$ cat src/rtl/sw_ctrl_pkg.sv
package sw_ctrl_pkg;

  // Positions of the serial pins inside the synchroniser vector
  localparam int unsigned IDX_SCLK  = 0;
  localparam int unsigned IDX_DIN   = 1;
  localparam int unsigned IDX_FRAME = 2;
  localparam int unsigned N_SER     = 3;

  typedef struct packed {
    logic rise;
    logic fall;
  } edge_evt_t;

  // Classify the change between two consecutive samples of a line
  function automatic edge_evt_t classify_edge(input logic prev, input logic cur);
    edge_evt_t e;
    e.rise = ~prev & cur;
    e.fall = prev & ~cur;
    return e;
  endfunction

endpackage

$ cat src/rtl/sw_sync.sv
module sw_sync #(
  parameter int unsigned WIDTH  = 1,
  parameter int unsigned STAGES = 2,
  parameter logic [WIDTH-1:0] RST_VAL = '0
) (
  input  logic             clk,
  input  logic             rst_n,
  input  logic [WIDTH-1:0] d,
  output logic [WIDTH-1:0] q
);

  localparam int unsigned LAST = STAGES - 1;

  logic [STAGES-1:0][WIDTH-1:0] stage_q;

  always_ff @(posedge clk or negedge rst_n) begin
    if (!rst_n) begin
      for (int g = 0; g < STAGES; g++) stage_q[g] <= RST_VAL;
    end else begin
      stage_q[0] <= d;
      for (int g = 1; g < STAGES; g++) stage_q[g] <= stage_q[g-1];
    end
  end

  assign q = stage_q[LAST];

endmodule

$ cat src/rtl/sw_edge.sv
module sw_edge #(
  parameter int unsigned WIDTH = 1,
  parameter logic [WIDTH-1:0] RST_VAL = '0
) (
  input  logic             clk,
  input  logic             rst_n,
  input  logic [WIDTH-1:0] cur,
  output logic [WIDTH-1:0] rise,
  output logic [WIDTH-1:0] fall
);

  logic [WIDTH-1:0] prev_q;

  always_ff @(posedge clk or negedge rst_n) begin
    if (!rst_n) prev_q <= RST_VAL;
    else        prev_q <= cur;
  end

  for (genvar g = 0; g < WIDTH; g++) begin : g_line
    sw_ctrl_pkg::edge_evt_t evt;
    assign evt     = sw_ctrl_pkg::classify_edge(prev_q[g], cur[g]);
    assign rise[g] = evt.rise;
    assign fall[g] = evt.fall;
  end

endmodule

$ cat src/rtl/sw_shifter.sv
module sw_shifter #(
  parameter int unsigned WORD_W = 8
) (
  input  logic              clk,
  input  logic              rst_n,
  input  logic              shift_en,
  input  logic              din,
  input  logic              dout_en,
  output logic [WORD_W-1:0] shreg,
  output logic              dout
);

  localparam int unsigned MSB = WORD_W - 1;

  function automatic logic [WORD_W-1:0] shift_in(input logic [WORD_W-1:0] w, input logic b);
    return {w[MSB-1:0], b};
  endfunction

  logic [WORD_W-1:0] shreg_q;
  logic              spill_q;
  logic              dout_q;

  always_ff @(posedge clk or negedge rst_n) begin
    if (!rst_n) begin
      shreg_q <= '0;
      spill_q <= 1'b0;
    end else if (shift_en) begin
      shreg_q <= shift_in(shreg_q, din);
      spill_q <= shreg_q[MSB];
    end
  end

  always_ff @(posedge clk or negedge rst_n) begin
    if (!rst_n)       dout_q <= 1'b0;
    else if (dout_en) dout_q <= spill_q;
  end

  assign shreg = shreg_q;
  assign dout  = dout_q;

endmodule

$ cat src/rtl/sw_commit.sv
module sw_commit #(
  parameter int unsigned WORD_W = 8
) (
  input  logic              clk,
  input  logic              rst_n,
  input  logic              load,
  input  logic [WORD_W-1:0] d,
  output logic [WORD_W-1:0] word,
  output logic              strobe
);

  logic [WORD_W-1:0] word_q;
  logic              strobe_q;

  always_ff @(posedge clk or negedge rst_n) begin
    if (!rst_n) begin
      word_q   <= '0;
      strobe_q <= 1'b0;
    end else begin
      strobe_q <= load;
      if (load) word_q <= d;
    end
  end

  assign word   = word_q;
  assign strobe = strobe_q;

endmodule

$ cat src/rtl/serial_switch_ctrl.sv
module serial_switch_ctrl #(
  parameter int unsigned WORD_W      = 8,
  parameter int unsigned SYNC_STAGES = 2
) (
  input  logic              clk,
  input  logic              rst_n,
  input  logic              ser_clk,
  input  logic              ser_din,
  input  logic              ser_frame_n,
  output logic              ser_dout,
  output logic [WORD_W-1:0] sw_word,
  output logic              sw_update
);

  import sw_ctrl_pkg::*;

  // Idle levels: frame select high, data low, serial clock high
  localparam logic [N_SER-1:0] SER_IDLE = N_SER'(3'b101);
  localparam logic [1:0]       EDGE_IDLE = 2'b11;

  logic [N_SER-1:0] ser_raw;
  logic [N_SER-1:0] ser_s;
  logic [1:0]       edge_rise;
  logic [1:0]       edge_fall;

  // Named internal events
  logic              sclk_rise;
  logic              sclk_fall;
  logic              frame_start;
  logic              frame_close;
  logic              frame_open;
  logic              shift_en;
  logic              dout_en;
  logic [WORD_W-1:0] shreg_q;

  assign ser_raw[IDX_SCLK]  = ser_clk;
  assign ser_raw[IDX_DIN]   = ser_din;
  assign ser_raw[IDX_FRAME] = ser_frame_n;

  sw_sync #(
    .WIDTH   (N_SER),
    .STAGES  (SYNC_STAGES),
    .RST_VAL (SER_IDLE)
  ) sync_i (
    .clk   (clk),
    .rst_n (rst_n),
    .d     (ser_raw),
    .q     (ser_s)
  );

  sw_edge #(
    .WIDTH   (2),
    .RST_VAL (EDGE_IDLE)
  ) edge_i (
    .clk   (clk),
    .rst_n (rst_n),
    .cur   ({ser_s[IDX_FRAME], ser_s[IDX_SCLK]}),
    .rise  (edge_rise),
    .fall  (edge_fall)
  );

  assign sclk_rise   = edge_rise[0];
  assign sclk_fall   = edge_fall[0];
  assign frame_close = edge_rise[1];
  assign frame_start = edge_fall[1];
  assign frame_open  = ~ser_s[IDX_FRAME];

  // A clock edge in the closing cycle sees frame_open low and is dropped
  assign shift_en = sclk_fall & frame_open;
  assign dout_en  = sclk_rise & frame_open;

  sw_shifter #(
    .WORD_W (WORD_W)
  ) shift_i (
    .clk      (clk),
    .rst_n    (rst_n),
    .shift_en (shift_en),
    .din      (ser_s[IDX_DIN]),
    .dout_en  (dout_en),
    .shreg    (shreg_q),
    .dout     (ser_dout)
  );

  sw_commit #(
    .WORD_W (WORD_W)
  ) commit_i (
    .clk    (clk),
    .rst_n  (rst_n),
    .load   (frame_close),
    .d      (shreg_q),
    .word   (sw_word),
    .strobe (sw_update)
  );

endmodule

$ cat config.mk
export PLATFORM = sky130hd
export DESIGN_NAME = serial_switch_ctrl
export DESIGN_NICKNAME = d
export VERILOG_FILES = /design/src/rtl/sw_ctrl_pkg.sv /design/src/rtl/sw_sync.sv /design/src/rtl/sw_edge.sv /design/src/rtl/sw_shifter.sv /design/src/rtl/sw_commit.sv /design/src/rtl/serial_switch_ctrl.sv
export SDC_FILE = /design/constraint.sdc
export NUM_CORES = 1
export LEC_CHECK = 0
export CORE_MARGIN = 2
export CORE_UTILIZATION = 25
export CTS_BUF_LIST = sky130_fd_sc_hd__clkbuf_8
export CTS_CLUSTER_DIAMETER = 200
export DETAILED_ROUTE_END_ITERATION = 16
export PLACE_DENSITY = 0.52
export SETUP_SLACK_MARGIN = 0.5
export SKIP_CTS_REPAIR_TIMING = 1
export SLEW_MARGIN = 20
export SYNTH_ARGS = -nofsm -noshare
export SYNTH_HDL_FRONTEND = slang
export SYNTH_SLANG_ARGS = --single-unit
export TNS_END_PERCENT = 5
$ cat constraint.sdc
create_clock -name clk -period 1.4 [get_ports clk]
set_input_delay 0.14 -clock clk [delete_from_list [all_inputs] [get_ports clk]]
set_output_delay 0.14 -clock clk [all_outputs]
set_load 0.1 [all_outputs]
; Yosys cells after proc, flatten, opt, wreduce, memory -nomap -nowiden
; Cells that the tools add are included.
[op_classes]
n_shift = 0
mul = 0
mux = 0
n_bitwise = 9
div_mod_pow = 0
n_eq_ne = 0
reduce_logical = 0
n_lt_le_gt_ge = 0
n_addsub = 0
[ops]
columns = cell, count
row1 = 1-bit AND, 5
row2 = 1-bit NOT, 4
[totals]
register_bits = 27
ramBits = 0
latchBits = 0
inputBits = 5
elab_cells = 17
mem_count = 0
out_inout_bits = 10
romBits = 0

; Longest topological paths before layout
; Gate-level depths: netlist of run 1.
[depth]
ltp_word = 3
ltp_mapped = 3

; Modules after synthesis
; A second synthesis of run 1 with hierarchy kept.
[unflattened]
hier_cells = 56
hier_area_um2 = 1042.2
[by_module_without_submodules]
columns = module, instances, seq_area_each_um2, area_each_um2, cells_per_inst
row1 = sw_shifter, 1, 250.2, 407.9, 21
row2 = sw_commit, 1, 225.2, 356.6, 18
row3 = sw_sync, 1, 155.1, 177.7, 9
row4 = sw_edge, 1, 52.6, 87.6, 6
row5 = serial_switch_ctrl, 1, 0.0, 12.5, 2

; Least setup slack after synthesis of run 1
; OpenSTA, ideal clock, no wires.
[synth_timing]
path_kind = register to register
start = register, netlist name commit_i.word[0]
end = register commit_i.word_q[0], in the netlist commit_i.word[0]
setup_ps = 126
stages_incl_launch_ff = 2
required_ps = 1274
path_slack_ps = 142
arrival_ps = 1132
path_buffers = 0
synth_period_minus_slack_ps = 1258
cell_sequence = dfrtp_1 > mux2_4
[synth_rtl]
columns = item, line_no
row1 = to (signal assigned), sw_commit.sv:17  ; word_q <= '0;
row2 = to (signal assigned), sw_commit.sv:21  ; if (load) word_q <= d;
row3 = to (decl), sw_commit.sv:12  ; logic [WORD_W-1:0] word_q;

; Final worst setup path of run 1
[layout_timing]
start = register edge_i.prev_q[0]
end = register shift_i.shreg_q[0], in the netlist shift_i.shreg[0]
[layout_between]
elab_chain_cells = 2
[layout_lines]
columns = item, line_no
row1 = from (decl), sw_edge.sv:12  ; logic [WIDTH-1:0] prev_q;
row2 = from (signal assigned), sw_edge.sv:16  ; else prev_q <= cur;
row3 = 1-bit AND, sw_ctrl_pkg.sv:18  ; e.fall = prev & ~cur;
row4 = 1-bit AND, serial_switch_ctrl.sv:69  ; assign shift_en = sclk_fall & frame_open;
row5 = to (signal assigned), sw_shifter.sv:28  ; shreg_q <= shift_in(shreg_q, din);
row6 = to (decl), sw_shifter.sv:19  ; logic [WORD_W-1:0] shreg_q;
; No other way between the ends.
; A chain may end at the register's enable or synchronous reset.

==> results of run 1 <==
==> state kept, by name, summed over array words and instances (netlist names) <==
register	cells
commit_i.strobe	1
edge_i.prev_q	2
sync_i.q	3
shift_i.shreg	8
shift_i.dout	1
commit_i.word	8
sync_i.stage_q	3
shift_i.spill_q	1
==> final cells by class <==
class	instances	area, um2	share of cell area
clock buffers	3	41.3	0.0290
flip-flops and latches	27	694	0.488
clock inverters	1	5.00	0.00352
well taps	48	60.1	0.0422
multi-input cells	21	299	0.210
repair buffers	20	323	0.227
==> synthesized netlist by cell type <==
cell,n,area (um2)
buf_6,2,22.5
dfrtp_1,21,526
dfstp_2,6,158
mux2_2,10,113
mux2_4,8,120
nor2b_4,1,13.8
nor3b_1,1,7.51
nor3b_2,1,12.5
==> how the worst max path moves through the flow <==
stage | endpoint | slack, ns | cells past startpoint
floorplan | shift_i.shreg[0] | 0.14 | 3
global placement | shift_i.shreg[5] | 0.11 | 3
detailed placement | shift_i.spill_q | 0.09 | 3
CTS | shift_i.spill_q | 0.07 | 3
global route | shift_i.shreg[3] | 0.009 | 3
finish | shift_i.shreg[0] | 0.06 | 3
==> kinds of logic after synthesis <==
logic type / after synthesis / synth area share
AND/OR/NAND/NOR: 3 / 0.0347
multiplexers: 18 / 0.239
flip-flops: 27 / 0.703
buffers and inverters: 2 / 0.0232
==> layer usage <==
layer | GRT usage | vias up
li1 | - | 214
met1 | 0.0976 | 242
met2 | 0.108 | 12
met3 | 0.0358 | 0
met4 | 0.0153 | 0
met5 | 0 | -
==> critical path, stage by stage (launching register included) <==
cell	delay, ns
dfstp_2	0.54
nor3b_4	0.22
buf_6	0.15
mux2_2	0.32
==> stage by stage <==
step / power, mW / setup slack, ns / hold WS, ns
after floorplan: 2.12 / 0.145 / -0.156
after global placement: 2.68 / 0.111 / 0.332
after detailed placement: 2.69 / 0.0870 / 0.336
after CTS: 3.13 / 0.0701 / 0.244
after global routing: 3.29 / 0.00874 / 0.259
final: 3.17 / 0.0593 / 0.233
==> where the power goes <==
part | switching [mW] | internal, mW | total (mW)
clock network | 0.231 | 0.199 | 0.430
logic | 0.867 | 0.666 | 1.53
registers | 0.193 | 1.02 | 1.21
total | 1.29 | 1.88 | 3.17
==> flow_metrics.py, run 1 <==
metrics = {
    "final_layout": {
        "final_area_um2": 1420,
        "layout-drive-gt1-share": 0.764,
        "mostFrequentLayoutCell": "mux2_4",
        "antennaDiodeCount": 0,
        "final_cell_mix": "15 x mux2_4, 12 x dfrtp_1, 11 x buf_12, 9 x dfrtp_2, 6 x dfstp_2",
        "nNetsFinal": 78,
        "area_delta_synth_final_pct": 46.3,
        "postLayoutCoreUtil": 0.386,
        "final_cells": 120,
        "fill_cells": 354,
    },
    "timing": {
        "slew_headroom": 0.776,
        "fin_skew_ns": 0.000603,
        "fmax_mhz": 746,
        "min_period_ns": 1.34,
        "rsz0062_at_grt": "yes",
        "setup_tns_ns": 0,
        "worstMarginPinSlew_ns": 0.336,
        "min_period_over_period": 0.958,
        "slew_violations": 0,
        "setup_viol": 0,
        "hold_viol": 0,
    },
    "global_routing": {
        "antenna_found_initial": 0,
        "overflow": 0,
        "track_usage": 0.0733,
        "grt_pass1_vias": 532,
        "grt_pass1_wl_um": 2440,
        "grt_max_degree": 28,
    },
    "critical_path": {
        "r2r_slack_ns": 0.06,
        "worstSetupEndpointType": "flip-flop",
        "critical_path.startpoint_type": "flip-flop",
        "critPathArrivalTime_ns": 1.50,
        "critical_path.max_fanout": 4,
        "crit_path_start": "edge_i.prev_q[0]",
        "rr_startpoint": "edge_i.prev_q[0]",
        "required_ns": 1.56,
        "critPathKind": "reg -> reg",
        "r2r_cells": 3,
        "rr_endpoint": "shift_i.shreg[0]",
    },
    "yosys": {
        "synth_cell_type_count": 8,
        "seq_area_frac_synth": 0.703,
        "synth-warning-count": 0,
        "synth_area_um2": 972,
        "syn-instance-count": 50,
        "syn_avg_cell_area_um2": 19.4,
        "ys_ff_latch": 27,
        "syn-num-nets": 55,
    },
    "placed_design": {
        "io_buffers": 14,
        "dp_hpwl_um": 893,
        "gp_congestion": 0.637,
        "placed_area_um2": 1300,
        "place_inst": 114,
    },
    "die": {
        "rows": 22,
        "dieArea_um2": 4400,
        "initial_core_util": 0.264,
        "die_y_um": 66.4,
        "boundaryPins": 15,
        "die_x_um": 66.4,
        "core-area_um2": 3690,
    },
    "detailed_routing": {
        "topRoutingLayerUsed": "met3",
        "wire_per_inst_um": 12.0,
        "first_pass_iters": 2,
        "wirelength_met1_um": 691,
        "dr_total_vias": 468,
        "drtIter0Drc": 11,
        "drc_errors": 0,
        "avgViaCountPerCell": 3.90,
        "routed-wl-met3_um": 71,
        "routed_wl_um": 1450,
        "route.met2.wl_um": 682,
        "ant_nets": 0,
    },
    "clock_network": {
        "clock-sinks": 27,
        "htreeDepth": 1,
        "clock_latency_ns": 0.27,
        "cts_tree": "done",
        "clk_path_buf_depth": 2,
        "cts_made_buffers": 3,
        "cts-root-buf": "clkbuf_8",
        "clk_pin_slew_ns": 0.09,
    },
    "power_and_ir_drop": {
        "leakagePower_nw": 0.623,
        "power.density_nw_per_um2": 2230,
        "peakVddDrop_mv": 1.26,
    },
    "flow_run": {
        "maxCapViolCount": 0,
    },
    "hold_path": {
        "hp-class": "in -> async",
    },
    "outcome": {
        "outcome": "complete, no violations",
    },
}
(Power assumes the default switching activity.)
==> inputs of run 2 (changes only) <==
PLACE_DENSITY = default   (was 0.52)
==> run 2 against run 1 <==
Against the previous run: combinational power about the same; die area unchanged; worst setup slack improved by 0.014 ns; routed wire length shrank 1.6%; highest routed layer is now met4; flip-flop and latch count unchanged; sequential share of layout area is 0.87 points higher; maximum frequency increased by 1.1%; utilization decreased by 0.68 points; first-iteration DRC count shrank 45%; global-route usage shrank 0.059 points.
==> flow_metrics.py, run 2 (synthesis results as in run 1) <==
metrics = {
    "die": {
        "die_x_um": 66.4,
        "boundaryPins": 15,
        "rows": 22,
        "dieArea_um2": 4400,
        "initial_core_util": 0.264,
        "die_y_um": 66.4,
        "core-area_um2": 3690,
    },
    "detailed_routing": {
        "avgViaCountPerCell": 3.85,
        "routed_wl_um": 1420,
        "drc_errors": 0,
        "dr_total_vias": 454,
        "drtIter0Drc": 6,
        "ant_nets": 0,
        "wire_per_inst_um": 12.1,
        "first_pass_iters": 2,
    },
    "timing": {
        "hold_viol": 0,
        "slew_headroom": 0.771,
        "fin_skew_ns": 0.00591,
        "min_period_over_period": 0.947,
        "rsz0062_at_grt": "yes",
        "min_period_ns": 1.33,
        "setup_ws_ns": 0.0735,
        "slew_violations": 0,
        "setup_viol": 0,
        "setup_tns_ns": 0,
        "fmax_mhz": 754,
        "worstMarginPinSlew_ns": 0.344,
    },
    "outcome": {
        "outcome": "complete, no violations",
    },
    "critical_path": {
        "required_ns": 1.57,
        "r2r_cells": 3,
        "rr_endpoint": "shift_i.shreg[4]",
        "cp_slowest_cell": "dfstp_2",
        "critPathKind": "reg -> reg",
        "critPathArrivalTime_ns": 1.49,
        "critical_path.max_fanout": 5,
        "crit_chain": "nor3b_4, buf_6, mux2_4",
        "slowest_delay_ns": 0.54,
        "critical_path.startpoint_type": "flip-flop",
        "worstSetupEndpointType": "flip-flop",
        "r2r_slack_ns": 0.07,
        "rr_startpoint": "edge_i.prev_q[0]",
    },
    "final_layout": {
        "area_delta_synth_final_pct": 43.8,
        "final_cell_mix": "17 x mux2_4, 12 x dfrtp_1, 11 x buf_12, 9 x dfrtp_2, 6 x dfstp_2",
        "nNetsFinal": 76,
        "final_cells": 118,
        "ff_latch_area_um2": 694,
        "antennaDiodeCount": 0,
        "mostFrequentLayoutCell": "mux2_4",
        "fill_cells": 347,
        "layout-drive-gt1-share": 0.757,
        "multi_input_area_um2": 307,
        "postLayoutCoreUtil": 0.379,
    },
    "hold_path": {
        "hp-class": "in -> async",
    },
    "placed_design": {
        "io_buffers": 14,
        "place_inst": 114,
        "dp_worst_setup_slack_ns": 0.0808,
        "dp_hpwl_um": 913,
        "gp_congestion": 0.696,
    },
    "power_and_ir_drop": {
        "peakVddDrop_mv": 0.518,
        "leakagePower_nw": 0.613,
        "power.density_nw_per_um2": 2270,
    },
    "clock_network": {
        "clk_path_buf_depth": 2,
        "cts_made_buffers": 3,
        "clock_latency_ns": 0.27,
        "clock-sinks": 27,
        "clk_pin_slew_ns": 0.09,
        "cts_tree": "done",
        "htreeDepth": 1,
        "cts-root-buf": "clkbuf_8",
    },
    "flow_run": {
        "maxCapViolCount": 0,
    },
    "global_routing": {
        "track_usage": 0.0727,
        "overflow": 0,
        "grt_max_degree": 28,
        "grt_pass1_vias": 499,
        "grt_pass1_wl_um": 2260,
        "antenna_found_initial": 0,
    },
}
[run 2: cell count changes in the layout (fill, tap and decap cells not counted), sizes merged]
cell,before,now
buf,15,14
clkbuf,4,3
[run 2: layer usage]
| layer | vias to the layer above | part of all wire | global-route usage |
|---|---|---|---|
| met5 | - | 0 | 0 |
| met4 | 0 | 0.041 | 0.0689 |
| met3 | 5 | 0.056 | 0.0256 |
| met2 | 12 | 0.41 | 0.0975 |
| met1 | 228 | 0.49 | 0.0885 |
| li1 | 209 | - | - |
[run 2: cell type report]
class,count,area share
Clock buffer,3,0.0295
Multi-Input combinational cell,21,0.219
Sequential cell,27,0.497
Clock inverter,1,0.00358
Tap cell,48,0.0430
Timing Repair Buffer,18,0.208
[run 2: worst max-delay path, delay by kind of cell, from the launching register on]
kind	cells	cell delay, ns
DFF	1	0.54
and+or+nand+nor	1	0.22
buffers and inverters	1	0.16
muxes	1	0.30
[run 2: worst max path at each step]
stage,from,to,slack (ns)
detailed placement,edge_i.prev_q[0],shift_i.spill_q,0.08
floorplan,edge_i.prev_q[0],shift_i.shreg[0],0.14
global route,edge_i.prev_q[0],shift_i.spill_q,0.01
finish,edge_i.prev_q[0],shift_i.shreg[4],0.07
global placement,edge_i.prev_q[0],shift_i.spill_q,0.11
CTS,edge_i.prev_q[0],shift_i.spill_q,0.06
[run 2: power breakdown]
| group | internal (mW) | total [mW] | switching (mW) |
|---|---|---|---|
| Combinational | 0.669 | 1.53 | 0.862 |
| Clock | 0.199 | 0.433 | 0.234 |
| Sequential | 1.02 | 1.22 | 0.199 |
[run 2: per-stage QoR]
stage / area, um2 / power, mW / hold WS, ns
floorplan: 983 / 2.12 / -0.156
global placement: 1300 / 2.69 / 0.336
detailed placement: 1300 / 2.70 / 0.339
CTS: 1350 / 3.14 / 0.227
global route: 1400 / 3.31 / 0.247
finish: 1400 / 3.18 / 0.228
